--- config.mk ---
export PLATFORM = sky130hd
export DESIGN_NAME = rx_err_hold
export DESIGN_NICKNAME = d
export VERILOG_FILES = /design/src/rtl/rx_err_hold.sv
export SDC_FILE = /design/constraint.sdc
export NUM_CORES = 1
export LEC_CHECK = 0
export CAP_MARGIN = 5
export CORE_ASPECT_RATIO = 0.8
export CORE_MARGIN = 10
export CORE_UTILIZATION = 50
export DETAILED_ROUTE_END_ITERATION = 12
export DONT_BUFFER_PORTS = 1
export MAX_ROUTING_LAYER = met4
export PLACE_DENSITY = 0.66
export SKIP_LAST_GASP = 1
export SLEW_MARGIN = 20
export SYNTH_ARGS = -nofsm -noshare
export SYNTH_HDL_FRONTEND = slang
export SYNTH_SLANG_ARGS = --single-unit
--- constraint.sdc ---
create_clock -name clk -period 1.96 [get_ports clk]
set_input_delay 0.196 -clock clk [delete_from_list [all_inputs] [get_ports clk]]
set_output_delay 0.196 -clock clk [all_outputs]
set_load 0.005 [all_outputs]
--- src/rtl/rx_err_hold.sv ---
module rx_err_hold #(
  parameter int W    = 24,
  parameter int NERR = 7
) (
  input  logic            clk,
  input  logic            rst_n,
  input  logic            in_valid,
  input  logic [W-1:0]    in_sample,
  input  logic [NERR-1:0] err_flags,
  input  logic [NERR-1:0] err_mask,
  input  logic [1:0]      policy,
  input  logic            status_rd,
  output logic            out_valid,
  output logic [W-1:0]    out_sample,
  output logic            rx_err,
  output logic [NERR-1:0] err_status
);
  logic          hit;
  logic [W-1:0]  held_q;
  logic [W-1:0]  subst;

  assign hit = in_valid && |(err_flags & err_mask);

  always_comb begin
    case (policy)
      2'b01:   subst = '0;
      2'b10:   subst = in_sample;
      default: subst = held_q;
    endcase
  end

  always_ff @(posedge clk) begin
    if (!rst_n) begin
      out_valid  <= 1'b0;
      rx_err     <= 1'b0;
      out_sample <= '0;
      held_q     <= '0;
      err_status <= '0;
    end else begin
      out_valid  <= in_valid;
      rx_err     <= hit;
      if (in_valid) out_sample <= hit ? subst : in_sample;
      if (in_valid && !hit) held_q <= in_sample;
      err_status <= (status_rd ? '0 : err_status) | (in_valid ? err_flags : '0);
    end
  end
endmodule


Word level (Yosys, flattened, before mapping)
Cells that the tools add are included.
{ "totals": {"latch_bits": 0, "mem_count": 0, "in_bits": 44, "out_inout_bits": 33, "mem_bits_ro": 0, "regBits": 57, "ram_bits": 0} }
{ "op_classes": {"n_lt_le_gt_ge": 0, "bitwise_logic": 2, "n_div": 0, "eq_ne": 2, "n_reduce_logical": 4, "n_shift": 0, "muxes": 4, "mul": 0, "add_sub_neg": 0} }
{ "op_table": {"columns": ["cell", "n"], "rows": [
  ["case mux 24 bit (2 select lines)", 1],
  ["two-way mux 24 bit", 1],
  ["two-way mux 7 bit", 2],
  ["bitwise AND 7 bit", 1],
  ["bitwise OR 7 bit", 1],
  ["OR reduction 7 bit", 1],
  ["== test 2 x 1 -> 1 bit, second input constant", 1],
  ["== test 2 bit, second input constant", 1],
  ["logical AND 1 bit", 2],
  ["logical NOT 1 bit", 1]
]} }

Logic depth before layout (Yosys ltp)
{ "logic_depth": {"word_depth": 5, "mapped_depth": 7} }

Least setup slack after synthesis
No wires, ideal clock.
{ "synth_timing": {"path_kind": "input to register", "startpoint": "input policy[0]", "endpoint": "register out_sample[11]", "setup_slack_ps": 457, "cell_stages": 6, "t_arrival_ps": 1380, "cell_sequence": "inv_1 -> ha_1 -> buf_2 -> clkbuf_1 -> o21ai_0 -> a221o_2"} }
{ "synth_via": {"elab_chain_len": 3} }
{ "synth_rtl": {"columns": ["item", "line", "text"], "rows": [
  ["start: declaration", "11", "input logic [1:0] policy,"],
  ["== test 2 bit / == test 2 x 1 -> 1 bit (equally long branches)", "25", "case (policy)"],
  ["case mux 24 bit (2 select lines) (*)", "25", null],
  ["two-way mux 24 bit (*)", "42", "if (in_valid) out_sample <= hit ? subst : in_sample;"],
  ["end signal: assignment", "42", null],
  ["end: declaration", "14", "output logic [W-1:0] out_sample,"]
]} }
Every way passes the cells marked *; elsewhere a longest branch is shown, timed or not.
A chain may end at the register's enable or synchronous reset.

Worst setup path after layout
{ "layout_timing": {"startpoint": "input err_mask[2]", "endpoint": "register held_q[10]"} }
{ "layout_via": {"elab_chain_len": 5} }
{ "layout_rtl": {"columns": ["item", "line", "text"], "rows": [
  ["start: declaration", "10", "input logic [NERR-1:0] err_mask,"],
  ["bitwise AND 7 bit", "22", "assign hit = in_valid && |(err_flags & err_mask);"],
  ["OR reduction 7 bit", "22", null],
  ["logical AND 1 bit", "22", null],
  ["logical NOT 1 bit", "43", "if (in_valid && !hit) held_q <= in_sample;"],
  ["logical AND 1 bit", "43", null],
  ["end signal: assignment", "43", null],
  ["end: declaration", "19", "logic [W-1:0] held_q;"]
]} }
Every way passes these cells.

==> results.yml <==
grt:
  grt_pass1_wl_um: 11400
  antenna_found_initial: 0
  grt_max_degree: 49
  grt_pass1_vias: 2209
  grt_use_total: 0.176
  grt_overflow: 0
floorplanning:
  rows: 22
  core_um2: 4680
  dieArea_um2: 8150
  die-height_um: 82.8
  ioPinCount: 77
  start_util: 0.526
  die_w_um: 98.4
cells_and_area:
  syn_to_final_growth_pct: 28.1
  drive_gt1_frac: 0.0903
  n_antenna_cell: 0
  nets: 361
clock_network:
  clock_latency_ps: 330
  clock_sinks: 57
  ctsHtreeMaxLevel: 3
  cts_buffers: 9
  clockBufferDepth: 2
  cts_setup_buffers: 0
  ctsRootBufferMaster: "clkbuf_8"
  cts_tree: "built"
  cts.clk_slew.worst_paths_ps: 60
  cts-resized-gates: 0
synthesis:
  yosysUniqueCellTypes: 21
  yosys.area.top_type: "dfxtp_1"
  synth.most_common_cell: "nand2_1"
  synthCells: 276
  synth_top_area_share: 0.464
  avgSynthCellArea_um2: 8.92
  synth_nets: 321
  synth-edff-count: 0
  synth.top_cells.by_area: "dfxtp_1 (46%), nand2_1 (11%), o2bb2ai_1 (8.2%)"
  netlist_area_um2: 2460
  ys_seq_area_frac: 0.464
  synth-seq-cells: 57
  async_flop_share: 0
  ys.flop_type: "dfxtp_1"
  ys_warn_count: 0
  synth_common_cells: "nand2_1 (74), dfxtp_1 (57), and2_1 (24), o21ai_0 (24), o2bb2ai_1 (23)"
worst_setup_path:
  start_kind: "input port"
  crit_chain: "a222oi_1, and4_2, buf_12, o2bb2ai_1, dlygate4sd3_1"
  worst_setup_path_end_kind: "flip-flop"
  cp_max_fo: 14
  cpPeakStageDelay_ps: 560
  critPathKind: "in -> reg"
  crit_path_top_delay_cell: "dlygate4sd3_1"
  worstPathRequired_ps: 2170
  cp.arrival_ps: 2030
  ff2ff_path_depth: 3
flow_run:
  cap_viol_max_count: 0
routing:
  route.detailed.drc: 0
  vias_per_cell: 5.62
  drt_first_iter_violations: 103
  routed_wl_um: 6730
  vias: 2140
  route.detailed.wl_per_inst_um: 17.7
  drtPass1Iterations: 4
  antenna_left: 0
timing:
  setup_viol: 0
  timing.slew.headroom: 0.380
  hold_violations: 0
  max_freq_ghz: 0.552
  tightest_slew_ps: 930
  fin_skew_ps: 6.18
  slew_violations: 0
  hold_ws_ps: 13.6
  fin_crit_ps: 1810
  setup_tns_ps: 0
  finalCritPeriodShare: 0.925
  rsz0062_at_grt: "no"
placement:
  io_buffers: 0
  dp_hpwl_um: 3990
  gp_congestion: 0.731
worst_hold_path:
  worstHoldPathType: "in -> reg"
  hold_depth: 2
run_status:
  status: "completed"
power_and_ir_drop:
  power.density_nw_per_um2: 828
  power.leakage_nw: 1.22
  ir_drop_mv: 0.517
  p_total_mw: 2.61
==> registers in the layout (all words and copies together), names as in the netlist <==
register / cells
held_q: 24
out_valid: 1
rx_err: 1
out_sample: 24
err_status: 7
==> area by class of cell <==
type                            instances  area (µm²)
Clock inverter                          2        35.0
Clock buffer                           14         173
Multi-Input combinational cell        192        1180
Sequential cell                        57        1140
Fill cell                             398        1530
Timing Repair Buffer                   53         538
Inverter                                3        11.3
Tap cell                               60        75.1
==> what timing repair did <==
action / 4_1_cts / 5_1_grt
hold buffers: 46 / 0
endpoints found under the hold margin: 54 / 0
setup endpoints to repair: 0 / 0
==> where the power goes <==
part           total [mW]  leakage (nW)  switching [mW]  internal (mW)
combinational       0.243         0.650           0.123          0.119
clock                1.13         0.107           0.443          0.690
sequential           1.23         0.463          0.0297           1.20
total                2.61          1.22           0.596           2.01
==> logic make-up (layout without fill, tap and decap cells) <==
| logic type | after synthesis | in the layout | synth area share |
|---|---|---|---|
| buf+inv | 27 | 72 | 0.0580 |
| compound gates | 82 | 82 | 0.267 |
| flops | 57 | 57 | 0.464 |
| fa+ha+maj | 1 | 1 | 0.00508 |
| mux | 1 | 1 | 0.00407 |
| simple gates | 108 | 108 | 0.202 |
==> layout by cell type (no fill, tap or decap) <==
cell and instances:
a222oi_1 1, o21ai_0 24, and2_1 24, dfxtp_1 57
buf_12 2, a31oi_2 1, clkbuf_1 2, nor2b_1 8
dlygate4sd3_1 46, mux2i_1 1, a22oi_1 9, a221o_1 19
o2bb2ai_1 23, clkinv_2 1, bufinv_16 1, inv_1 3
buf_4 5, and4_2 2, a221o_2 5, ha_1 1
clkbuf_8 12, nand2_1 74
==> metrics by stage <==
stage	instance area, µm²	util	instances	setup slack, ps
floorplan	2460	-	276	457
global placement	2480	0.531	319	395
detailed placement	2480	0.531	319	361
CTS	3150	0.674	381	190
global route	3150	0.674	381	83.0
finish	3150	0.674	381	148
==> path summary, 6_finish.rpt <==
| check | from | to | slack [ps] |
|---|---|---|---|
| worst min-delay path | in_valid | out_valid | 10 |
| worst min register to register | held_q[14] | held_q[14] | 460 |
| worst max register to register | held_q[10] | held_q[10] | 810 |
| worst max-delay path | err_mask[2] | held_q[10] | 150 |
==> routing by layer <==
| layer | up-vias | part of all wire | global-route usage | wire, µm |
|---|---|---|---|---|
| li1 | 1063 | - | - | - |
| met1 | 988 | 0.42 | 0.210 | 2830 |
| met2 | 85 | 0.48 | 0.264 | 3200 |
| met3 | 4 | 0.098 | 0.0656 | 659 |
| met4 | 0 | 0.0052 | 0.0714 | 35 |
| met5 | - | 0 | - | 0 |
==> worst max-delay path, delay by kind of cell <==
family | cells | cell delay [ps]
buffers and inverters | 2 | 740
AND/OR/NAND/NOR | 1 | 490
AO/OA/AOI/OAI | 2 | 590
Note: power is estimated with default switching activity, not from simulation.
